**config.mk**
```make
export PLATFORM = sky130hd
export DESIGN_NAME = i2c_eeprom_seq
export DESIGN_NICKNAME = d
export VERILOG_FILES = /design/src/rtl/eeseq_pkg.sv /design/src/rtl/eeseq_part_decode.sv /design/src/rtl/eeseq_us_timer.sv /design/src/rtl/i2c_eeprom_seq.sv
export SDC_FILE = /design/constraint.sdc
export NUM_CORES = 1
export LEC_CHECK = 0
export BUFFER_PORTS_ARGS = -buffer_cell sky130_fd_sc_hd__clkbuf_2
export CORE_MARGIN = 3
export CORE_UTILIZATION = 50
export DETAILED_ROUTE_END_ITERATION = 16
export PLACE_DENSITY = 0.76
export SYNTH_ARGS = -nofsm -noshare
export SYNTH_HDL_FRONTEND = slang
export SYNTH_SLANG_ARGS = --single-unit
```
**constraint.sdc**
```tcl
create_clock -name clk -period 4.7 [get_ports clk]
set_input_delay 0.94 -clock clk [delete_from_list [all_inputs] [get_ports clk]]
set_output_delay 0.94 -clock clk [all_outputs]
set_load 0.01 [all_outputs]
```
**src/rtl/eeseq_pkg.sv**
```systemverilog
package eeseq_pkg;
    localparam int ADDR_W = 14;
    localparam int CNT_W  = 15;
    localparam int WAIT_W = 20;

    typedef enum logic [1:0] {OP_START = 2'd0, OP_WRITE = 2'd1, OP_READ = 2'd2, OP_STOP = 2'd3} bus_op_e;
    typedef enum logic [1:0] {ERR_NONE = 2'd0, ERR_ADDR = 2'd1, ERR_DATA = 2'd2, ERR_RANGE = 2'd3} acc_err_e;
    typedef enum logic [1:0] {PART_2K = 2'd0, PART_8K = 2'd1, PART_16K = 2'd2, PART_NONE = 2'd3} part_e;
    typedef enum logic [3:0] {
        S_IDLE, S_ASTART, S_ASEL, S_AHI, S_ALO, S_RSTART, S_RSEL,
        S_RDATA, S_WDATA, S_STOP, S_WAIT, S_DONE
    } seq_st_e;
    typedef enum logic [1:0] {NX_DONE, NX_WAIT_DONE, NX_WAIT_ADDR} after_stop_e;

    typedef struct packed {
        logic [ADDR_W:0] limit;
        logic [6:0]      page_mask;
        logic [7:0]      sel_base;
        logic            long_addr;
    } part_info_t;

    function automatic part_info_t part_lookup(part_e p);
        part_info_t i;
        i.page_mask = 7'd15;
        i.sel_base  = 8'hA0;
        i.long_addr = 1'b0;
        case (p)
            PART_2K:  i.limit = (ADDR_W+1)'(2048);
            PART_8K:  begin i.limit = (ADDR_W+1)'(8192); i.sel_base = 8'h80; end
            PART_16K: begin i.limit = (ADDR_W+1)'(16384); i.page_mask = 7'd63; i.long_addr = 1'b1; end
            default:  i.limit = '0;
        endcase
        return i;
    endfunction
endpackage

```
**src/rtl/eeseq_part_decode.sv**
```systemverilog
module eeseq_part_decode
    import eeseq_pkg::*;
(
    input  part_e      part,
    output part_info_t info
);
    always_comb info = part_lookup(part);
endmodule

```
**src/rtl/eeseq_us_timer.sv**
```systemverilog
module eeseq_us_timer #(
    parameter int W = 20
) (
    input  logic         clk,
    input  logic         rst,
    input  logic         load,
    input  logic [W-1:0] load_val,
    input  logic         tick,
    output logic         zero
);
    logic [W-1:0] cnt_q;

    always_ff @(posedge clk) begin
        if (rst)                      cnt_q <= '0;
        else if (load)                cnt_q <= load_val;
        else if (tick && cnt_q != '0) cnt_q <= cnt_q - 1'b1;
    end

    assign zero = (cnt_q == '0);
endmodule

```
**src/rtl/i2c_eeprom_seq.sv**
```systemverilog
module i2c_eeprom_seq
    import eeseq_pkg::*;
#(
    parameter int MAX_TRIES       = 10,
    parameter int BACKOFF_STEP_US = 1000
) (
    input  logic              clk,
    input  logic              rst,
    input  logic              req,
    input  logic              req_write,
    input  logic [ADDR_W-1:0] req_addr,
    input  logic [CNT_W-1:0]  req_count,
    input  logic [1:0]        part_sel,
    input  logic [WAIT_W-1:0] wc_wait_us,
    input  logic              us_tick,
    output logic [CNT_W-1:0]  wr_idx,
    input  logic [7:0]        wr_data,
    output logic              rd_valid,
    output logic [7:0]        rd_data,
    output logic              busy,
    output logic              done,
    output logic [1:0]        err,
    output logic [3:0]        addr_retries,
    output logic              eng_valid,
    output logic [1:0]        eng_op,
    output logic [7:0]        eng_wdata,
    output logic              eng_ack_out,
    input  logic              eng_done,
    input  logic              eng_ack_in,
    input  logic [7:0]        eng_rdata
);
    localparam int TRY_W = $clog2(MAX_TRIES + 1);

    seq_st_e         st_q;
    after_stop_e     nx_q;
    acc_err_e        perr_q;
    part_info_t      info_in, info_q;
    logic            wr_q;
    logic [ADDR_W:0] start_q, cur_q, cur_nxt;
    logic [CNT_W-1:0] cnt_q, idx_q, remain;
    logic [TRY_W-1:0] atry_q, wtry_q;
    logic [WAIT_W-1:0] wait_q, backoff;
    logic [7:0]      sel_w;
    logic            tmr_zero, tmr_load, burst_last, burst_end;

    eeseq_part_decode u_dec (.part(part_e'(part_sel)), .info(info_in));

    assign tmr_load = (st_q == S_STOP) && eng_done && (nx_q != NX_DONE);

    eeseq_us_timer #(.W(WAIT_W)) u_tmr (
        .clk(clk), .rst(rst), .load(tmr_load), .load_val(wait_q),
        .tick(us_tick), .zero(tmr_zero)
    );

    assign remain     = CNT_W'(info_in.limit - {1'b0, req_addr});
    assign cur_nxt    = cur_q + 1'b1;
    assign burst_last = (idx_q + 1'b1 == cnt_q) || (cur_nxt == info_q.limit);
    assign burst_end  = burst_last || ((cur_nxt[6:0] & info_q.page_mask) == 7'd0);
    assign backoff    = WAIT_W'(BACKOFF_STEP_US) * WAIT_W'(atry_q);
    assign sel_w      = info_q.long_addr ? info_q.sel_base
                                         : (info_q.sel_base | {1'b0, cur_q[13:8], 1'b0});

    // Command presented to the byte engine, held until eng_done.
    always_comb begin
        eng_valid   = 1'b1;
        eng_op      = OP_WRITE;
        eng_wdata   = 8'h00;
        eng_ack_out = 1'b0;
        case (st_q)
            S_ASTART, S_RSTART: eng_op = OP_START;
            S_ASEL:  eng_wdata = sel_w;
            S_AHI:   eng_wdata = {2'b00, cur_q[13:8]};
            S_ALO:   eng_wdata = cur_q[7:0];
            S_RSEL:  eng_wdata = sel_w | 8'h01;
            S_WDATA: eng_wdata = wr_data;
            S_RDATA: begin eng_op = OP_READ; eng_ack_out = (idx_q != cnt_q - 1'b1); end
            S_STOP:  eng_op = OP_STOP;
            default: eng_valid = 1'b0;
        endcase
    end

    always_ff @(posedge clk) begin
        if (rst) begin
            st_q <= S_IDLE; nx_q <= NX_DONE; perr_q <= ERR_NONE; info_q <= '0;
            wr_q <= 1'b0; start_q <= '0; cur_q <= '0; cnt_q <= '0; idx_q <= '0;
            atry_q <= '0; wtry_q <= '0; wait_q <= '0; rd_valid <= 1'b0;
            rd_data <= 8'h00; err <= 2'd0; addr_retries <= '0;
        end else begin
            rd_valid <= 1'b0;
            case (st_q)
                S_IDLE: if (req) begin
                    info_q <= info_in; wr_q <= req_write; perr_q <= ERR_NONE;
                    start_q <= {1'b0, req_addr}; cur_q <= {1'b0, req_addr};
                    idx_q <= '0; atry_q <= '0; wtry_q <= '0;
                    cnt_q <= (!req_write && req_count > remain) ? remain : req_count;
                    if ({1'b0, req_addr} >= info_in.limit) begin
                        perr_q <= ERR_RANGE; st_q <= S_DONE;
                    end else if (req_count == '0) st_q <= S_DONE;
                    else st_q <= S_ASTART;
                end
                S_ASTART: if (eng_done) st_q <= S_ASEL;
                S_ASEL, S_AHI: if (eng_done) begin
                    if (st_q == S_ASEL && info_q.long_addr) st_q <= S_AHI;
                    else if (eng_ack_in) st_q <= S_ALO;
                    else begin
                        st_q <= S_STOP; wait_q <= backoff; atry_q <= atry_q + 1'b1;
                        if (atry_q + 1'b1 == TRY_W'(MAX_TRIES)) begin
                            nx_q <= NX_DONE; perr_q <= ERR_ADDR; addr_retries <= 4'(MAX_TRIES);
                        end else nx_q <= NX_WAIT_ADDR;
                    end
                end
                S_ALO: if (eng_done) begin
                    if (eng_ack_in) begin
                        addr_retries <= 4'(atry_q);
                        st_q <= wr_q ? S_WDATA : S_RSTART;
                    end else begin
                        st_q <= S_STOP; wait_q <= '0; atry_q <= atry_q + 1'b1;
                        if (atry_q + 1'b1 == TRY_W'(MAX_TRIES)) begin
                            nx_q <= NX_DONE; perr_q <= ERR_ADDR; addr_retries <= 4'(MAX_TRIES);
                        end else nx_q <= NX_WAIT_ADDR;
                    end
                end
                S_RSTART: if (eng_done) st_q <= S_RSEL;
                S_RSEL: if (eng_done) begin
                    st_q <= eng_ack_in ? S_RDATA : S_STOP;
                    nx_q <= NX_DONE;
                    if (!eng_ack_in) perr_q <= ERR_ADDR;
                end
                S_RDATA: if (eng_done) begin
                    rd_valid <= 1'b1; rd_data <= eng_rdata; idx_q <= idx_q + 1'b1;
                    if (idx_q + 1'b1 == cnt_q) begin st_q <= S_STOP; nx_q <= NX_DONE; end
                end
                S_WDATA: if (eng_done) begin
                    atry_q <= '0; wait_q <= wc_wait_us;
                    if (eng_ack_in) begin
                        idx_q <= idx_q + 1'b1; cur_q <= cur_nxt;
                        if (burst_end) begin
                            st_q <= S_STOP;
                            nx_q <= burst_last ? NX_WAIT_DONE : NX_WAIT_ADDR;
                        end
                    end else begin
                        st_q <= S_STOP; idx_q <= '0; cur_q <= start_q; wtry_q <= wtry_q + 1'b1;
                        if (wtry_q + 1'b1 == TRY_W'(MAX_TRIES)) begin
                            nx_q <= NX_WAIT_DONE; perr_q <= ERR_DATA;
                        end else nx_q <= NX_WAIT_ADDR;
                    end
                end
                S_STOP: if (eng_done) st_q <= (nx_q == NX_DONE) ? S_DONE : S_WAIT;
                S_WAIT: if (tmr_zero) st_q <= (nx_q == NX_WAIT_DONE) ? S_DONE : S_ASTART;
                S_DONE: begin err <= perr_q; st_q <= S_IDLE; end
                default: st_q <= S_IDLE;
            endcase
        end
    end

    assign wr_idx = idx_q;
    assign busy   = (st_q != S_IDLE);
    assign done   = (st_q == S_DONE);
endmodule

```
Word-level counts from Yosys, hierarchy flattened
Cells that the tools add are included.
{"block": "classes", "addsub": 7, "multipliers": 1, "n_div": 0, "n_lt_le_gt_ge": 2, "eq_ne": 37, "n_shift": 0, "muxes": 96, "n_bitwise": 3, "reduce_logical": 40}
{"cell": "$mux W20", "n": 8}
{"cell": "$mux W4", "n": 35}
{"cell": "$mux W15", "n": 8}
{"cell": "$pmux W15 S3", "n": 2}
{"cell": "$pmux W20 S3", "n": 1}
{"cell": "$mux W2", "n": 25}
{"cell": "$pmux W4 S10", "n": 1}
{"cell": "$pmux W8 S5", "n": 1}
{"cell": "$ne A2 B2 Y1 const B", "n": 17}
{"cell": "$add A15 B1 Y15 const B", "n": 2}
{"cell": "$eq A15 B15 Y1", "n": 2}
{"cell": "$pmux W15 S2", "n": 1}
{"cell": "$eq A4 B4 Y1 const B", "n": 6}
{"cell": "$logic_not A20 Y1", "n": 1}
{"cell": "$pmux W2 S5", "n": 2}
{"cell": "$reduce_bool A20 Y1", "n": 1}
{"cell": "$sub A20 B1 Y20 const B", "n": 1}
{"cell": "$eq A4 B3 Y1 const B", "n": 4}
{"cell": "$pmux W4 S2", "n": 2}
{"cell": "$pmux W4 S4", "n": 1}
{"cell": "$ge A14 B15 Y1", "n": 1}
{"cell": "$gt A15 B15 Y1", "n": 1}
{"cell": "$logic_not A15 Y1", "n": 1}
{"cell": "$ne A15 B15 Y1", "n": 1}
{"cell": "other kinds (37)", "n": 61}
{"block": "totals", "register_bits": 162, "latchBits": 0, "ramBits": 0, "romBits": 0, "input_bits": 74, "out_inout_bits": 44, "elab_cells": 206, "n_memories": 0}

Longest topological paths before layout
Gate-level depths: netlist of run 1.
{"block": "depth", "ltp_word": 8, "mapped_depth": 17}

By module
A second synthesis of run 1 with hierarchy kept.
{"block": "hier_totals", "hier_cells": 1532, "area_unflattened_um2": 11537.3}
{"mod": "i2c_eeprom_seq", "instances": 1, "cells_per_inst": 1356, "area_each_um2": 10088.4, "seq_area_each_um2": 2842.7}
{"mod": "eeseq_us_timer", "instances": 1, "cells_per_inst": 143, "area_each_um2": 1213.7, "seq_area_each_um2": 400.4}
{"mod": "eeseq_part_decode", "instances": 1, "cells_per_inst": 33, "area_each_um2": 235.2, "seq_area_each_um2": 0.0}

Worst setup path before layout of run 1
OpenSTA, ideal clock, no wires.
{"block": "synth_timing", "path_kind": "input to register", "startpoint": "in req_addr[2]", "endpoint": "reg cnt_q[1]", "arrival_ns": 4.090, "required_ns": 4.563, "path_slack_ns": 0.473, "cell_stages": 14, "n_path_buf": 1, "path_cell_list": "or4_1 nor4b_1 a21oi_1 inv_1 a21oi_1 xnor2_1 ha_1 and3_1 nand4_1 a211oi_2 o21a_1 clkbuf_1 mux2i_1 a211oi_1"}
{"block": "synth_between", "elab_chain_len": 4}
{"element": "start, declared", "line_no": "i2c_eeprom_seq.sv:11", "rtl": "input logic [ADDR_W-1:0] req_addr,"}
{"element": "$sub A15 B14 Y15", "line_no": "i2c_eeprom_seq.sv:55", "rtl": "assign remain = CNT_W'(info_in.limit - {1'b0, req_addr});"}
{"element": "$gt A15 B15 Y1", "line_no": "i2c_eeprom_seq.sv:95", "rtl": "cnt_q <= (!req_write && req_count > remain) ? remain : req_count;"}
{"element": "$logic_and A1 B1 Y1", "line_no": "i2c_eeprom_seq.sv:95"}
{"element": "$mux W15", "line_no": "i2c_eeprom_seq.sv:95"}
{"element": "end signal, assigned", "line_no": "i2c_eeprom_seq.sv:95"}
{"element": "end, declared", "line_no": "i2c_eeprom_seq.sv:40", "rtl": "logic [CNT_W-1:0] cnt_q, idx_q, remain;"}
Every way passes these cells.
A chain may end at the register's enable or synchronous reset.

Final worst setup path of run 1
Same ends and word-level chain as after synthesis.

==> results of run 1 <==
-- report_power, final --
group | leakage (nW) | switching (W) | internal [W] | total [W]
registers | 1.11 | 0.000338 | 0.00141 | 0.00175
clock network | 0.298 | 0.000507 | 0.000931 | 0.00144
logic | 2.95 | 0.00135 | 0.000922 | 0.00227
-- logic make-up (layout without fill, tap and decap cells) --
kind of cell / after synthesis / after routing / share of synthesized area (%)
XOR/XNOR: 90 / 90 / 8.22
adder cells (fa/ha/maj): 47 / 47 / 6.68
multiplexers: 14 / 14 / 1.49
AO/OA/AOI/OAI: 328 / 328 / 22.0
buffers and inverters: 135 / 211 / 5.73
flip-flops: 136 / 136 / 28.4
AND/OR/NAND/NOR: 513 / 513 / 27.5
-- cell type report --
cell class / count / area share (%)
clock buffer: 25 / 4.47
timing repair buffer: 139 / 6.93
inverter: 40 / 1.38
multi-input combinational: 992 / 58.2
tap: 234 / 2.69
sequential: 136 / 25.0
clock inverter: 7 / 1.29
-- per-layer routing --
layer / track usage [%] / share of wire, % / vias up
met3: 4.53 / 5.9 / 44
met5: 0 / 0 / -
li1: - / - / 4676
met2: 39.3 / 46 / 290
met4: 7.76 / 2.0 / 0
met1: 34.2 / 46 / 4372
-- sequential cells by signal, summed over array words and instances (netlist names), 2 cells and up --
| register | flops |
|---|---|
| addr_retries | 4 |
| atry_q | 4 |
| wr_idx | 15 |
| err | 2 |
| perr_q | 2 |
| u_tmr.cnt_q | 20 |
| rd_data | 8 |
| cnt_q | 15 |
| nx_q | 2 |
| start_q | 14 |
| wtry_q | 4 |
| cur_q | 15 |
| st_q | 4 |
| wait_q | 20 |
| info_q | 5 |
-- worst max-delay path: stages --
cell	delay (ns)
clkbuf_2	0.14
or4_1	0.58
buf_4	0.18
nor4_2	0.38
a21oi_1	0.15
nor2_1	0.15
xnor2_1	0.12
ha_1	0.31
and3_1	0.20
nand4_1	0.15
a211oi_2	0.28
o21a_1	0.41
mux2i_1	0.26
a211oi_1	0.09
-- worst paths after layout --
path | from | depth (start not counted) | endpoint
worst max-delay path | req_addr[2] | 14 | cnt_q[1]
worst min-delay path | wait_q[16] | 2 | wait_q[16]
worst max register to register | atry_q[2] | 12 | wait_q[13]
worst min register to register | wait_q[16] | 2 | wait_q[16]
-- metrics by stage --
step | area [um2] | setup WS [ns] | total power (W) | cells | hold slack (ns)
2_1_floorplan | 9590 | 0.473 | 0.00346 | 1263 | 0.432
3_5_place_dp | 10200 | 0.213 | 0.00399 | 1541 | 0.445
4_1_cts | 10900 | 0.640 | 0.00544 | 1573 | 0.453
6_report | 10900 | 0.621 | 0.00545 | 1573 | 0.452
5_1_grt | 10900 | 0.342 | 0.00581 | 1573 | 0.484
3_3_place_gp | 10200 | 0.375 | 0.00394 | 1541 | 0.440
-- Yosys cell counts, types with 7 or more instances --
library cell,instances
fa_1,7
nand4_1,20
nor2_1,155
inv_1,39
nand3_1,47
clkbuf_1,63
nor4_1,17
nand3b_1,7
mux2i_1,12
a311oi_1,11
buf_1,8
o211ai_1,15
dfxtp_1,136
o22ai_1,10
o21ai_0,54
nand2b_1,19
xnor2_1,54
a221oi_1,12
nand2_1,107
a22oi_1,13
a31oi_1,11
nor3b_1,7
or3_1,15
and3_1,8
xor2_1,36
a211oi_1,42
or4_1,8
buf_2,18
nor2b_1,18
nor3_1,41
a21o_1,9
and2_1,8
a21oi_1,104
ha_1,40
==> qor.csv, run 1 <==
stage,metric,value,unit
run_status,status,"complete, no violations",
die,Die Wd,145,um
clocking,CTS HTree Levels,4,
logic_synthesis,ys flop type,dfxtp_1,
clocking,CTS tree,yes,
logic_synthesis,number of synthesized flops with an enable pin,0,
sta,crit share post-route,86.8,%
critical_path,Setup CP Type,input pin to flip-flop,
sta,Worst Tran Pin Value,1.07,ns
sta,Final min period,4.08,ns
clocking,post_cts resized,0,
logic_synthesis,Syn Nets,1384,
drt,Final ANT Viol Nets,0,
drt,DRC violations left,0,
critical_path,"Max FO, Critical Path",12,
grt,vias in the first global route,8636,
logic_synthesis,post-synthesis cell type count,80,
clocking,root buffer cell,clkbuf_16,
layout,Multi-input gate area,6320,um2
layout,share of post-route cells with drive strength above 1,14.5,%
die,I/O pin total,118,
drt,routed vias,9382,
critical_path,Worst EP required,4.94,ns
logic_synthesis,async set-reset flop share out of synthesis,0,%
layout,FILL cells,1748,
die,DIE HEIGHT,145,um
logic_synthesis,Yosys top cell by area,dfxtp_1,
logic_synthesis,warnings from Yosys,0,
placement,GP Congestion,0.918,
sta,RSZ-0062 raised after global routing,false,
clocking,CTS Hold Bufs,0,
clocking,Post-CTS Setup Repair Bufs,0,
clocking,CTS Buf Count,17,
logic_synthesis,Yosys top cell area share,28.4,%
logic_synthesis,Synth Instances,1263,
layout,final core occ,57.9,%
grt,first-pass GRT wire length,42.4,mm
clocking,clock-pin slew on the worst setup and hold paths,0.06,ns
logic_synthesis,synthesis-stage register bit count,136,
placement,IO Port Bufs,117,
critical_path,Worst Setup End Kind,flip-flop,
die,Rows,50,
clocking,Sink Count,136,
placement,Detail Placement HPWL,19.2,mm
drt,total length of routed wires,26.1,mm
hold_path,Worst Hold Class,flip-flop to flip-flop,
critical_path,crit path DAT,4.32,ns
die,initial core utilization,51.1,%
drt,Iter 0 DRT Violations,905,
logic_synthesis,Synth area leaders,"dfxtp_1 (28%), nor2_1 (6.1%), a21oi_1 (5.4%)",
drt,wire length per cell,16.6,um
sta,clock skew,0.00755,ns
pwr,pwr dens,502,nW/um2
layout,layout net count,1447,
clocking,CTS max path bufs,2,
pwr,Leak Pwr,4.36,nW
layout,"most common cell after layout, fill and taps aside",nor2_1,
sta,setup violators final,0,
sta,Slew Limit Fails,0,
die,die area,20900,um2
layout,Reg area,2720,um2
pwr,peak supply drop,0.371,mV
grt,Tot GR Track Use,24.7,%
grt,antenna violations before repair,0,
grt,GRT overflow,0,
sta,TNS Setup,0,ns
layout,Layout area overhead,13.3,%
layout,"commonest non-fill, non-tap cells in the layout","nor2_1 (155), dfxtp_1 (136), clkbuf_2 (116)",
sta,highest clock rate,0.245,GHz
layout,Diodes inserted,0,
logic_synthesis,synthesized cell area,9590,um2
sta,headroom to the max-slew limit,28.4,%
drt,DR pass1 iterations,5,
grt,maximum number of pins on one net before global-route repair,106,
critical_path,startpoint class of the critical path,input pin,
drt,Avg Vias per Cell,5.96,
clocking,latest clock arrival within the worst-skew pair,0.42,ns
critical_path,R2R Setup Slk,1.06,ns
flow_run,maxcap violations,0,
logic_synthesis,sequential cell area fraction in the yosys report,28.4,%
logic_synthesis,syn avg cell area,7.59,um2
sta,final hold vios,0,
die,Placeable Area,18800,um2
(Power assumes the default switching activity.)
==> run 2: changes to the inputs <==
CORE_UTILIZATION = 35   (was 50)
PLACE_DENSITY = 0.59   (was 0.76)
==> qor.csv, run 2 (same netlist as run 1, synthesis figures left out) <==
stage,metric,value,unit,change
sta,TNS Setup,0,ns,unchanged
pwr,peak supply drop,0.262,mV,-29%
layout,layout net count,1445,,-0.14%
sta,setup violators final,0,,unchanged
clocking,post_cts resized,0,,unchanged
critical_path,CP peak stage delay,0.55,ns,-0.03 ns
die,Die Wd,172,um,+19%
sta,headroom to the max-slew limit,29.8,%,+1.4 points
grt,maximum number of pins on one net before global-route repair,92,,-13%
drt,Max Used Layer,met5,,
critical_path,"critical path, cell by cell",nor2_1 > nand3b_1 > or4_1 > nor4_1 > xnor2_1 > o21ai_0 > a2111oi_0 > a31oi_1 > clkbuf_2,,
drt,routed vias,9358,,-0.26%
sta,Final min period,4.07,ns,-0.00985 ns
drt,total length of routed wires,27.6,mm,+5.8%
clocking,CTS Hold Bufs,0,,unchanged
grt,vias in the first global route,8762,,+1.5%
die,die area,29400,um2,+41%
critical_path,Worst EP required,3.76,ns,-1.18 ns
pwr,Tot Pwr,0.00548,W,+0.60%
clocking,root buffer cell,clkbuf_16,,
layout,Final Cell Area,11000,um2,+1.3%
clocking,Post-CTS Setup Repair Bufs,0,,unchanged
clocking,CTS tree,yes,,
drt,M1 WL,13.3,mm,+10%
sta,crit share post-route,86.6,%,-0.21 points
die,DIE HEIGHT,172,um,+19%
critical_path,Worst Setup End Kind,output port,,
critical_path,slowest CP cell,or4_1,,
run_status,status,"complete, no violations",,
critical_path,Setup CP Type,flip-flop to output port,,
die,Rows,59,,+18%
sta,Worst Tran Pin Value,1.05,ns,-0.0209 ns
drt,Iter 0 DRT Violations,729,,-19%
critical_path,crit path DAT,3.13,ns,-1.19 ns
sta,Hold WS,0.452,ns,-0.000316 ns
layout,FILL cells,2680,,+53%
drt,DR pass1 iterations,5,,unchanged
clocking,CTS HTree Levels,4,,unchanged
die,initial core utilization,36.2,%,-15 points
sta,clock skew,0.0154,ns,+0.00786 ns
pwr,Leak Pwr,4.36,nW,+0.13%
drt,met2 WL,12.2,mm,+2.7%
drt,Avg Vias per Cell,5.60,,-6.1%
sta,RSZ-0062 raised after global routing,false,,
placement,Detail Placement HPWL,20.4,mm,+6.7%
die,I/O pin total,118,,unchanged
placement,GP Congestion,0.908,,-1.1%
layout,"most common cell after layout, fill and taps aside",nor2_1,,
grt,Tot GR Track Use,18.8,%,-5.9 points
drt,Final ANT Viol Nets,0,,unchanged
pwr,pwr dens,498,nW/um2,-0.67%
sta,Slew Limit Fails,0,,unchanged
critical_path,"Max FO, Critical Path",7,,-5
flow_run,maxcap violations,0,,unchanged
hold_path,Worst Hold Class,flip-flop to flip-flop,,
grt,antenna violations before repair,1,,+1
clocking,Sink Count,136,,unchanged
clocking,CTS max path bufs,2,,unchanged
layout,final core occ,41.5,%,-16 points
clocking,latest clock arrival within the worst-skew pair,0.42,ns,about the same
sta,highest clock rate,0.246,GHz,+0.24%
clocking,clock-pin slew on the worst setup and hold paths,0.06,ns,about the same
clocking,CTS Buf Count,17,,unchanged
sta,final hold vios,0,,unchanged
layout,"commonest non-fill, non-tap cells in the layout","nor2_1 (155), dfxtp_1 (136), clkbuf_2 (116)",,
layout,Layout area overhead,14.8,%,
placement,Area after DPL,10400,um2,+1.1%
placement,IO Port Bufs,117,,unchanged
drt,wire length per cell,16.5,um,-0.40%
drt,DRC violations left,0,,unchanged
critical_path,startpoint class of the critical path,flip-flop,,
layout,largest registers,"u_tmr.cnt_q: 20 flops, wait_q: 20 flops",,
layout,share of post-route cells with drive strength above 1,14.6,%,+0.11 points
drt,Detail Route met3 WL,1.56,mm,+0.91%
grt,first-pass GRT wire length,45.6,mm,+7.5%
die,Placeable Area,26500,um2,+41%
grt,GRT overflow,0,,unchanged
layout,Diodes inserted,0,,unchanged
[run 2: changes by cell type in the layout (fill, tap and decap cells not counted), sizes merged]
cell	previous run	this run
buf	23	21
bufinv	4	5
clkbuf	141	136
clkinv	2	5
[run 2: metrics by stage]
| step | setup WS, ns | instances |
|---|---|---|
| 2_1_floorplan | 0.473 | 1263 |
| 3_3_place_gp | 0.356 | 1640 |
| 3_5_place_dp | 0.317 | 1640 |
| 4_1_cts | 0.628 | 1671 |
| 5_1_grt | 0.345 | 1671 |
| 6_report | 0.631 | 1671 |
[run 2: power by group]
part	internal, W	leakage [nW]	switching (W)
Clock	0.000969	0.312	0.000518
Combinational	0.000912	2.94	0.00134
Sequential	0.00141	1.11	0.000343
Total	0.00329	4.36	0.00220
[run 2: final timing paths]
path         slack [ns]      start           to  cells past startpoint
min                0.45  wait_q[2]    wait_q[2]                      2
min reg2reg        0.45  wait_q[2]    wait_q[2]                      2
max                0.63   cnt_q[2]  eng_ack_out                      9
max reg2reg        1.13  atry_q[2]   wait_q[13]                     12
[run 2: layer usage]
| metal | vias up | GRT usage (%) |
|---|---|---|
| met5 | - | 0 |
| met4 | 2 | 5.49 |
| met3 | 30 | 3.47 |
| met2 | 257 | 29.7 |
| met1 | 4398 | 26.3 |
| li1 | 4671 | - |
[run 2: critical path, delay by kind of cell, from the launching register on]
family,cells,cell delay [ns]
DFF,1,0.37
AOI/OAI and AO/OA,3,0.74
xor gates and xnor gates,1,0.16
buffers and inverters,1,0.18
and+or+nand+nor,4,1.27
[run 2: layout make-up]
cell class | count | area [um2] | area share, %
multi-input combinational | 992 | 6320 | 57.5
inverter | 40 | 150 | 1.36
clock inverter | 11 | 196 | 1.78
timing repair buffer | 137 | 738 | 6.71
sequential | 136 | 2720 | 24.7
clock buffer | 20 | 457 | 4.15
tap | 335 | 419 | 3.81
==> run 3: changes to the inputs <==
CORE_UTILIZATION = 60   (was 35)
PLACE_DENSITY = 0.88   (was 0.59)
==> qor.csv, run 3 (same netlist as run 1, synthesis figures left out) <==
stage,metric,value,unit,change
die,Placeable Area,15400,um2,-42%
clocking,CTS max path bufs,2,,unchanged
layout,Layout area overhead,12.2,%,
clocking,latest clock arrival within the worst-skew pair,0.43,ns,about the same
pwr,sequential power share,33.3,%,+1.4 points
pwr,Leak Pwr,4.31,nW,-1.2%
drt,Final ANT Viol Nets,0,,unchanged
sta,TNS Setup,0,ns,unchanged
clocking,post_cts resized,0,,unchanged
sta,headroom to the max-slew limit,30.8,%,+1.0 points
drt,Iter 0 DRT Violations,878,,+20%
pwr,Combinational Power Share,42.0,%,+1.0 points
clocking,CTS HTree Levels,4,,unchanged
die,DIE HEIGHT,132,um,-23%
sta,clock skew,0.0118,ns,-0.00359 ns
run_status,status,"complete, no violations",,
sta,highest clock rate,0.251,GHz,+1.9%
flow_run,maxcap violations,0,,unchanged
drt,wire length per cell,16.9,um,+2.1%
clocking,Sink Count,136,,unchanged
critical_path,startpoint class of the critical path,input pin,,
pwr,Int Pwr,0.00310,W,-5.6%
die,Rows,45,,-24%
layout,FILL cells,1298,,-52%
drt,DRC violations left,0,,unchanged
die,die area,17500,um2,-40%
sta,setup violators final,0,,unchanged
clocking,clock-pin slew on the worst setup and hold paths,0.06,ns,about the same
sta,Final min period,3.99,ns,-0.0772 ns
layout,share of post-route cells with drive strength above 1,14.5,%,-0.14 points
pwr,Sw Pwr,0.00226,W,+2.7%
drt,total length of routed wires,26.1,mm,-5.4%
clocking,CTS tree,yes,,
layout,Multi-input gate area,6320,um2,unchanged
pwr,Tot Pwr,0.00536,W,-2.3%
placement,Detail Placement HPWL,18.8,mm,-8.2%
sta,RSZ-0062 raised after global routing,false,,
sta,Worst Tran Pin Value,1.04,ns,-0.0152 ns
placement,GP Congestion,0.953,,+4.9%
clocking,Post-CTS Setup Repair Bufs,0,,unchanged
layout,layout net count,1443,,-0.14%
pwr,Net Sw Frac,42.1,%,+2.0 points
grt,maximum number of pins on one net before global-route repair,104,,+13%
pwr,peak supply drop,0.293,mV,+12%
critical_path,"Max FO, Critical Path",12,,+5
clocking,CTS Buf Count,17,,unchanged
hold_path,Worst Hold Class,flip-flop to flip-flop,,
sta,Slew Limit Fails,0,,unchanged
clocking,CTS Hold Bufs,0,,unchanged
sta,crit share post-route,84.9,%,-1.6 points
layout,"commonest non-fill, non-tap cells in the layout","nor2_1 (155), dfxtp_1 (136), clkbuf_2 (116)",,
grt,antenna violations before repair,1,,unchanged
grt,first-pass GRT wire length,42.5,mm,-6.8%
layout,largest registers,"u_tmr.cnt_q: 20 flops, wait_q: 20 flops",,
grt,vias in the first global route,8664,,-1.1%
sta,final hold vios,0,,unchanged
die,Die Wd,132,um,-23%
layout,Reg area,2720,um2,unchanged
die,initial core utilization,62.2,%,+26 points
layout,final core occ,69.8,%,+28 points
pwr,pwr dens,498,nW/um2,about the same
die,I/O pin total,118,,unchanged
layout,"most common cell after layout, fill and taps aside",nor2_1,,
pwr,Clock power frac,24.7,%,-2.4 points
grt,Tot GR Track Use,28.7,%,+9.9 points
placement,IO Port Bufs,117,,unchanged
drt,Avg Vias per Cell,6.26,,+12%
drt,routed vias,9678,,+3.4%
grt,GRT overflow,0,,unchanged
critical_path,crit path DAT,4.25,ns,+1.12 ns
critical_path,Worst Setup End Kind,flip-flop,,
clocking,root buffer cell,clkbuf_16,,
drt,DR pass1 iterations,7,,+2
critical_path,Setup CP Type,input pin to flip-flop,,
critical_path,Worst EP required,4.96,ns,+1.20 ns
==> run 3: final timing paths <==
kind / startpoint / to / slack [ns] / cells after the start
max: req_addr[2] / cnt_q[1] / 0.71 / 15
min: start_q[13] / start_q[13] / 0.45 / 2
max reg2reg: atry_q[2] / wait_q[13] / 1.03 / 12
min reg2reg: start_q[13] / start_q[13] / 0.45 / 2
==> run 3: through the flow <==
stage / cells / hold slack, ns / instance area [um2] / setup WS (ns)
floorplan: 1263 / 0.432 / 9590 / 0.473
global placement: 1514 / 0.439 / 10200 / 0.368
detailed placement: 1514 / 0.445 / 10200 / 0.303
CTS: 1546 / 0.452 / 10800 / 0.741
global route: 1547 / 0.468 / 10800 / 0.399
finish: 1547 / 0.454 / 10800 / 0.708
==> run 3: layout make-up <==
| class | count | share of cell area [%] |
|---|---|---|
| timing repair buffer | 135 | 6.72 |
| inverter | 40 | 1.39 |
| sequential | 136 | 25.3 |
| clock buffer | 19 | 4.02 |
| antenna | 1 | 0.0232 |
| clock inverter | 13 | 1.34 |
| multi-input combinational | 992 | 58.8 |
| tap | 211 | 2.45 |
==> run 3: power groups by stage <==
stage          logic (W)  registers [W]  clock network, W
6_report         0.00225        0.00179           0.00132
5_1_grt          0.00250        0.00182           0.00138
4_1_cts          0.00222        0.00177           0.00133
3_5_place_dp     0.00218        0.00179                 0
3_3_place_gp     0.00212        0.00178                 0
2_1_floorplan    0.00189        0.00156                 0
==> run 3: worst max-delay path: stages <==
cell	delay, ns
clkbuf_2	0.13
or4_1	0.63
nor4b_1	0.29
buf_4	0.17
a21oi_1	0.10
inv_1	0.07
a21oi_1	0.07
xnor2_1	0.15
ha_1	0.30
and3_1	0.21
nand4_1	0.16
a211oi_2	0.29
o21a_1	0.40
mux2i_1	0.24
a211oi_1	0.09
==> run 3: routing by layer <==
metal / GRT usage, % / routed length, um
met5: 0 / 0
met2: 46.1 / 12100
met1: 38.7 / 11100
met4: 9.93 / 630
met3: 5.93 / 2230
